## src/rtl/sfx_pkg.sv

```systemverilog
package sfx_pkg;
  // Fixed-point constants with 18 fraction bits in a 19-bit signed word.
  localparam int unsigned K_W = 19;
  localparam logic signed [K_W-1:0] K_INV_SQRT3 = 19'sh24F35; // 151349
  localparam logic signed [K_W-1:0] K_THIRD     = 19'sh15555; // 87381

  // Switch-pattern coefficient width: values -2..2.
  localparam int unsigned COEF_W = 3;
endpackage

```

## src/rtl/sfx_current.sv

```systemverilog
module sfx_current #(
  parameter int unsigned CUR_W  = 17,
  parameter int unsigned K_W    = 19,
  parameter logic signed [K_W-1:0] K_SCALE = 19'sh24F35
) (
  input  logic signed [CUR_W-1:0] ph_a,
  input  logic signed [CUR_W-1:0] ph_b,
  output logic signed [CUR_W:0]   alpha,
  output logic signed [CUR_W:0]   beta
);
  localparam int unsigned SUM_W  = CUR_W + 2;
  localparam int unsigned PROD_W = SUM_W + K_W;
  localparam int unsigned OUT_W  = CUR_W + 1;
  localparam int unsigned K_FRAC = K_W - 1;
  localparam int unsigned HI     = K_FRAC + OUT_W - 1;

  logic signed [SUM_W-1:0]  a_ext;
  logic signed [SUM_W-1:0]  b_dbl;
  logic signed [SUM_W-1:0]  sum;
  logic signed [PROD_W-1:0] prod;

  // Widen both terms before adding so the sum cannot overflow.
  assign a_ext = {{(SUM_W-CUR_W){ph_a[CUR_W-1]}}, ph_a};
  assign b_dbl = {ph_b[CUR_W-1], ph_b, 1'b0};
  assign sum   = a_ext + b_dbl;
  assign prod  = sum * K_SCALE;

  assign alpha = {ph_a[CUR_W-1], ph_a};
  assign beta  = prod[HI:K_FRAC];

  logic unused_prod_bits;
  assign unused_prod_bits = ^{prod[PROD_W-1:HI+1], prod[K_FRAC-1:0]};
endmodule

```

## src/rtl/sfx_voltage_leg.sv

```systemverilog
module sfx_voltage_leg #(
  parameter int unsigned VDC_W  = 12,
  parameter int unsigned COEF_W = 3,
  parameter int unsigned K_W    = 19,
  parameter logic signed [K_W-1:0] K_SCALE = 19'sh15555,
  parameter int unsigned OUT_W  = 22,
  parameter int unsigned LSB    = 6
) (
  input  logic [VDC_W-1:0]         vdc,
  input  logic signed [COEF_W-1:0] coef,
  output logic signed [OUT_W-1:0]  volt
);
  localparam int unsigned MUL_W  = VDC_W + COEF_W;
  localparam int unsigned PROD_W = MUL_W + K_W;
  localparam int unsigned HI     = LSB + OUT_W - 1;

  logic signed [MUL_W-1:0]  vdc_s;
  logic signed [MUL_W-1:0]  coef_s;
  logic signed [MUL_W-1:0]  scaled;
  logic signed [PROD_W-1:0] prod;

  assign vdc_s  = {{COEF_W{1'b0}}, vdc};
  assign coef_s = {{VDC_W{coef[COEF_W-1]}}, coef};
  assign scaled = vdc_s * coef_s;
  assign prod   = scaled * K_SCALE;
  assign volt   = prod[HI:LSB];

  logic unused_prod_bits;
  assign unused_prod_bits = ^{prod[PROD_W-1:HI+1], prod[LSB-1:0]};
endmodule

```

## src/rtl/sfx_out_stage.sv

```systemverilog
module sfx_out_stage #(
  parameter int unsigned W = 80
) (
  input  logic         clk,
  input  logic         rst_n,
  input  logic         in_valid,
  output logic         in_ready,
  input  logic [W-1:0] in_data,
  output logic         out_valid,
  input  logic         out_ready,
  output logic [W-1:0] out_data
);
  logic take;

  assign in_ready = !out_valid || out_ready;
  assign take     = in_valid && in_ready;

  always_ff @(posedge clk) begin
    if (!rst_n) begin
      out_valid <= 1'b0;
      out_data  <= '0;
    end else begin
      if (take) begin
        out_valid <= 1'b1;
        out_data  <= in_data;
      end else if (out_ready) begin
        out_valid <= 1'b0;
      end
    end
  end

  p_beat_after_take_r6: assert property (@(posedge clk) disable iff (!rst_n)
    take |=> out_valid && out_data == $past(in_data));

  p_hold_stalled_r7: assert property (@(posedge clk) disable iff (!rst_n)
    out_valid && !out_ready |=> out_valid && $stable(out_data));

  p_single_beat_r10: assert property (@(posedge clk) disable iff (!rst_n)
    out_valid && out_ready && !in_valid |=> !out_valid);
endmodule

```

## src/rtl/stat_frame_xform.sv

```systemverilog
module stat_frame_xform #(
  parameter int unsigned CUR_W   = 17,
  parameter int unsigned VDC_W   = 12,
  parameter int unsigned VOUT_W  = 22,
  parameter int unsigned V_LSB   = 6
) (
  input  logic                     clk,
  input  logic                     rst_n,
  input  logic                     s_valid,
  output logic                     s_ready,
  input  logic signed [CUR_W-1:0]  phase_a,
  input  logic signed [CUR_W-1:0]  phase_b,
  input  logic [VDC_W-1:0]         vdc,
  input  logic                     sw_a,
  input  logic                     sw_b,
  input  logic                     sw_c,
  output logic                     m_valid,
  input  logic                     m_ready,
  output logic signed [CUR_W:0]    i_alpha,
  output logic signed [CUR_W:0]    i_beta,
  output logic signed [VOUT_W-1:0] v_alpha,
  output logic signed [VOUT_W-1:0] v_beta
);
  import sfx_pkg::*;

  localparam int unsigned IOUT_W = CUR_W + 1;
  localparam int unsigned DATA_W = 2*IOUT_W + 2*VOUT_W;
  localparam int unsigned N_LEG  = 2;

  logic signed [IOUT_W-1:0] ia_c, ib_c;
  logic signed [VOUT_W-1:0] volt_c [N_LEG];
  logic signed [COEF_W-1:0] coef   [N_LEG];
  logic [DATA_W-1:0]        pack_in, pack_out;

  sfx_current #(
    .CUR_W(CUR_W), .K_W(K_W), .K_SCALE(K_INV_SQRT3)
  ) u_cur (
    .ph_a(phase_a), .ph_b(phase_b), .alpha(ia_c), .beta(ib_c)
  );

  // Leg 0: alpha axis, 1/3 scale, coefficient 2Sa - Sb - Sc.
  // Leg 1: beta axis, 1/sqrt(3) scale, coefficient Sb - Sc.
  assign coef[0] = $signed({1'b0, sw_a, 1'b0}) - $signed({2'b00, sw_b})
                 - $signed({2'b00, sw_c});
  assign coef[1] = $signed({2'b00, sw_b}) - $signed({2'b00, sw_c});

  for (genvar g = 0; g < N_LEG; g++) begin : g_leg
    localparam logic signed [K_W-1:0] K_LEG = (g == 0) ? K_THIRD : K_INV_SQRT3;
    sfx_voltage_leg #(
      .VDC_W(VDC_W), .COEF_W(COEF_W), .K_W(K_W), .K_SCALE(K_LEG),
      .OUT_W(VOUT_W), .LSB(V_LSB)
    ) u_leg (
      .vdc(vdc), .coef(coef[g]), .volt(volt_c[g])
    );
  end

  assign pack_in = {ia_c, ib_c, volt_c[0], volt_c[1]};

  sfx_out_stage #(.W(DATA_W)) u_out (
    .clk(clk), .rst_n(rst_n),
    .in_valid(s_valid), .in_ready(s_ready), .in_data(pack_in),
    .out_valid(m_valid), .out_ready(m_ready), .out_data(pack_out)
  );

  assign {i_alpha, i_beta, v_alpha, v_beta} = pack_out;

  p_equal_switch_zero_r5: assert property (@(posedge clk) disable iff (!rst_n)
    s_valid && s_ready && sw_a == sw_b && sw_b == sw_c
    |=> v_alpha == '0 && v_beta == '0);

  p_alpha_tracks_a_r1: assert property (@(posedge clk) disable iff (!rst_n)
    s_valid && s_ready |=> i_alpha == IOUT_W'($past(phase_a)));
endmodule

```

## config.mk

```make
export PLATFORM = sky130hd
export DESIGN_NAME = stat_frame_xform
export DESIGN_NICKNAME = d
export VERILOG_FILES = /design/src/rtl/sfx_pkg.sv /design/src/rtl/sfx_current.sv /design/src/rtl/sfx_voltage_leg.sv /design/src/rtl/sfx_out_stage.sv /design/src/rtl/stat_frame_xform.sv
export SDC_FILE = /design/constraint.sdc
export NUM_CORES = 1
export LEC_CHECK = 0
export BUFFER_PORTS_ARGS = -buffer_cell sky130_fd_sc_hd__clkbuf_2
export CAP_MARGIN = 15
export CORE_MARGIN = 3
export CORE_UTILIZATION = 50
export DETAILED_ROUTE_END_ITERATION = 7
export MAX_ROUTING_LAYER = met4
export PLACE_DENSITY = 0.73
export SYNTH_ARGS = -nofsm -noshare
export SYNTH_HDL_FRONTEND = slang
export SYNTH_SLANG_ARGS = --single-unit
```

## constraint.sdc

```tcl
create_clock -name clk -period 13.75 [get_ports clk]
set_input_delay 2.75 -clock clk [delete_from_list [all_inputs] [get_ports clk]]
set_output_delay 2.75 -clock clk [all_outputs]
set_load 0.05 [all_outputs]
```

Word level (Yosys, flattened, before mapping)
Cells that the tools add are included.

operators by class
  add/sub/neg operators = 4
  $mul = 5
  muxes and demuxes = 2
  reductions and logical operators = 4

operators by type and width
  cell                    count
  $mul 19x19->36 const B  1
  $mul 15x18->28 const B  1
  $mul 15x19->28 const B  1
  $add 17x18->19          1
  $mul 13x2->15           1
  $mul 13x3->15           1
  $sub 2x1->3             1
  $sub 3x2->3             1
  $mux 1                  2
  $reduce_bool 2->1       1
  $sub 1x1->2             1
  $logic_and 1x1->1       1
  $logic_not 1->1         1
  $logic_or 1x1->1        1

word-level totals
  register bits = 80
  input port bits = 53
  output and inout bits = 82
  logic and storage cells = 17

Depth between registers and ports, before layout
  depth in word-level cells = 4
  mapped depth = 42
  depth with buffers taken out = 41

Modules after synthesis
A second synthesis with hierarchy kept.

second synthesis, totals
  cell total of the unflattened synthesis = 2397
  area, all modules = 21345.5 µm²

modules (own cells, without submodules)
  module                            instances  cells each  area each (µm²)  seq. area each (µm²)
  sfx_current                       1          933         8045.2           0.0
  sfx_voltage_leg (g_leg[1].u_leg)  1          616         5596.6           0.0
  sfx_voltage_leg (g_leg[0].u_leg)  1          487         4316.6           0.0
  sfx_out_stage                     1          352         3326.9           1621.6
  stat_frame_xform                  1          9           60.1             0.0

Worst setup path after synthesis
Ideal clock, no wire load.

  path type = input port to flip-flop
  start point = input port sw_b
  end point = register u_out.out_data[43]
  setup time = 70 ps
  arrival = 10594 ps
  setup slack = 3086 ps
  cell stages on the path = 36
  cell sequence = inv_1 ha_1 inv_1 ha_1 clkbuf_1 nand2b_1 fa_1 inv_1 fa_1 ha_1 inv_1 fa_1 nor2b_1 o21ai_1 a21boi_1 or2_1 a31oi_1 xnor2_1 ha_1 ha_1 fa_1 inv_1 fa_1 inv_1 fa_1 fa_1 ha_1 a211oi_1 a21oi_1 o21ai_0 o31ai_1 a21oi_1 o21ai_0 a21oi_1 xnor3_1 a21oi_1

between the ends
  word-level cells in the longest chain between the ends = 4

RTL lines
  what                  RTL line                RTL
  start, declared       stat_frame_xform.sv:15  input logic sw_b,
  $sub 2x1->3           stat_frame_xform.sv:43  assign coef[0] = $signed({1'b0, sw_a, 1'b0}) - $signed({2'b00, sw_b})
  $sub 3x2->3           stat_frame_xform.sv:44  - $signed({2'b00, sw_c});
  $mul 13x3->15         sfx_voltage_leg.sv:24   assign scaled = vdc_s * coef_s;
  $mul 15x18->28        sfx_voltage_leg.sv:25   assign prod = scaled * K_SCALE;
  end signal, assigned  sfx_out_stage.sv:25     out_data <= in_data;
  end, declared         sfx_out_stage.sv:11     output logic [W-1:0] out_data

No other way between the ends.
A chain may end at the register's enable or synchronous reset.

Worst setup path in the final report
Ends and elaborated chain as after synthesis.

==> impl_results.md <==
- Cells on worst reg2reg path: 4
- Post-synth EDFFs: 0
- IO Pins: 135
- Complex-gate fraction of the synthesized area: 10.3%
- Slew @ Worst Pin: 0.985 ns
- Fmax: 0.0903 GHz
- Number of max-cap violations: 0
- Placer Congestion: 0.947
- Detail Route Antenna Nets: 0
- Critical Path Fanout Max: 22
- H-tree lvl count: 3
- Status: finished clean
- Syn Std Cell Area: 19200 um2
- CP Launch Type: input pin
- Period utilisation layout: 80.5%
- Post-CTS sizing: 0
- Die Span X: 202 um
- Relative slew slack: 34.4%
- CTS root buffer: clkbuf_16
- Routed vias: 14200
- Largest net degree at the start of global routing: 79
- Crit end category: flop
- CTS Buffer Depth: 2
- WS Path Type: input pin to flop
- WL met3: 2070 um
- Die height: 202 um
- Number of setup buffers added after CTS: 0
- Average size of a mapped cell: 9.16 um2
- Synth Instances: 2092
- Fillers: 3382
- DIE AREA: 40700 um2
- Hold Vio Cnt, Final: 0
- Worst setup path end: u_out.out_data[43]
- Area Growth Syn to Fin: 8.24%
- Critical Path Max Stage Delay: 0.62 ns
- Drt first-iter violations: 645
- CTS tree: yes
- Worst flop-to-flop path startpoint: u_out.out_valid
- Most used DFF post-synth: dfxtp_1
- Simple-gate share of the synthesized area: 9.26%
- Main combinational cell family by area after synthesis: adder cells
- Yosys warnings: 0
- TritonCTS Buffers: 9
- DR top layer: met4
- HPWL Detailed: 38700 um
- Final-report setup violation count: 0
- Slew Limit Fails: 0
- RSZ-0062 raised after global routing: no
- Port Buffers: 134
- Post-synthesis mux area share: 0.431%
- Core Region: 37800 um2
- WL met2: 21500 um
- Initial antenna violation count: 1
- # nets final: 2943
- CTS sink cnt: 80
- CP arrival: 11.36 ns
- FF+latch count, synth: 80
- Global-route wire length before repair: 74500 um
- CTS Hold Bufs: 0
- Overall Global Routing Usage: 23.3%
- CTS clock-pin slew for the worst setup and hold paths: 0.06 ns
- Post-synthesis adder-cell area fraction: 55.4%
- Post-synth ARST share: 0%
- Reg2Reg Setup Slack: 11.55 ns
- Number of global-route vias before repair: 14800
- Tightest Hold Check Type: flop to flop
- Diodes inserted: 0
- Setup Skew: 0.0165 ns
- WP data required: 14.05 ns
- Yosys cell types: 77
- R2R Path End: u_out.out_data[15]
- Total gr overflow: 0
- Layout cells sized above 1: 8.80%
- Initial Utilization: 50.8%
- CP most frequent cell: fa_1
- CP startpoint: sw_b
- Drt drc: 0
- Multi-input logic area: 15700 um2
- Minimum clock period: 11.07 ns
- WL per Instance: 16.5 um
- Seq/Total Area, Yosys: 8.36%
- Worst-Skew Late Latency: 0.38 ns
- Via/cell ratio: 5.21
- Reg area: 1600 um2
- Fin Setup TNS: 0 ns
- Syn Nets: 2825
- Rows: 71
- Met1 WL: 20600 um
- Synth Area in XOR/XNOR: 6.31%
- Drt pass-1 iters: 5
- Critical path's slowest cell: ha_1
- Final wirelength: 44900 um
[critical path, delay by kind of cell]
kind,cells,cell delay [ns]
XOR/XNOR,2,0.62
AND/OR/NAND/NOR,3,0.54
AO/OA/AOI/OAI,11,2.10
buffers and inverters,7,0.42
adder cells (fa/ha/maj),12,4.94
[worst min path at each step]
stage,start,endpoint,cells after the start
after floorplan,u_out.out_data[24],u_out.out_data[24],2
after global placement,u_out.out_data[24],u_out.out_data[24],2
after detailed placement,u_out.out_data[13],u_out.out_data[13],2
after CTS,u_out.out_data[29],u_out.out_data[29],2
after global routing,u_out.out_data[13],u_out.out_data[13],2
final,u_out.out_data[30],u_out.out_data[30],2
[sequential cells by signal, summed over array words and instances, names as in the netlist]
signal and count:
u_out.out_data 79, u_out.out_valid 1
[layout make-up]
class                      count  area share [%]
clock buffer                  10            1.10
clock inverter                 6           0.446
inverter                     466            8.43
multi-input combinational   1506            75.5
sequential                    80            7.72
tap                          511            3.08
timing repair buffer         147            3.70
[cell usage after synthesis (all sizes together) (6+ instances only)]
master  number  share of area [%]
or2          7               0.23
nor2b       46                1.5
dfxtp       80                8.4
o21ai       57                1.5
ha         400                 26
and2        28               0.91
mux2i        6               0.31
a21o        31                1.2
clkbuf      35               0.69
o21a         9               0.35
xor2        35                1.6
a21oi      137                3.7
xnor2       95                4.4
inv        466                9.1
fa         280                 29
nand2      158                3.1
nand3       28               0.76
o21bai      15               0.59
a211oi      15               0.64
nor3         8               0.21
nand2b      12               0.39
nor2        56                1.1
and3         7               0.23
a31oi       15               0.52
[logic make-up (layout without fill, tap and decap cells)]
logic type      after synthesis  in the layout
flops                        80             80
compound gates              315            315
mux                           8              8
buf+inv                     506            629
simple gates                371            371
xor+xnor                    132            132
fa+ha+maj                   680            680
[per-stage QoR]
| stage | hold slack, ns | cells | area (um2) | setup slack, ns | util (%) |
|---|---|---|---|---|---|
| 2_1_floorplan | 0.671 | 2092 | 19200 | 3.09 | - |
| 3_3_place_gp | 0.438 | 2709 | 20400 | 2.53 | 54.1 |
| 3_5_place_dp | 0.447 | 2709 | 20400 | 2.32 | 54.1 |
| 4_1_cts | 0.454 | 2725 | 20700 | 2.69 | 54.9 |
| 5_1_grt | 0.471 | 2726 | 20700 | 2.08 | 54.9 |
| 6_report | 0.450 | 2726 | 20700 | 2.68 | 54.9 |
[layout by cell type, fill, tap and decap left out, drive strengths merged, types with 3 or more instances in the layout]
cell type | netlist | routed
and3 | 7 | 7
and2 | 28 | 28
or3 | 3 | 3
xor2 | 35 | 35
and4 | 4 | 4
xnor2 | 95 | 95
or2 | 7 | 7
dfxtp | 80 | 80
fa | 280 | 280
nor4 | 3 | 3
a31oi | 15 | 15
nand4 | 5 | 5
o21a | 9 | 9
clkbuf | 35 | 144
mux2i | 6 | 6
a31o | 3 | 3
nand2 | 158 | 158
nand3 | 28 | 28
buf | 5 | 13
nor2 | 56 | 56
o21ai | 57 | 57
a311oi | 5 | 5
a21o | 31 | 31
nor2b | 46 | 46
nor3 | 8 | 8
inv | 466 | 467
o311ai | 3 | 3
a21oi | 137 | 137
a211oi | 15 | 15
a211o | 3 | 3
ha | 400 | 400
nand2b | 12 | 12
o21bai | 15 | 15
[per-layer routing]
metal,track usage (%),vias up
met4,4.86,0
met1,31.4,6937
met3,2.62,40
met5,-,-
met2,38.3,285
li1,-,6942
Power is not shown: default switching activity piles up to over one toggle a cycle in this logic, so the estimate is an artifact.
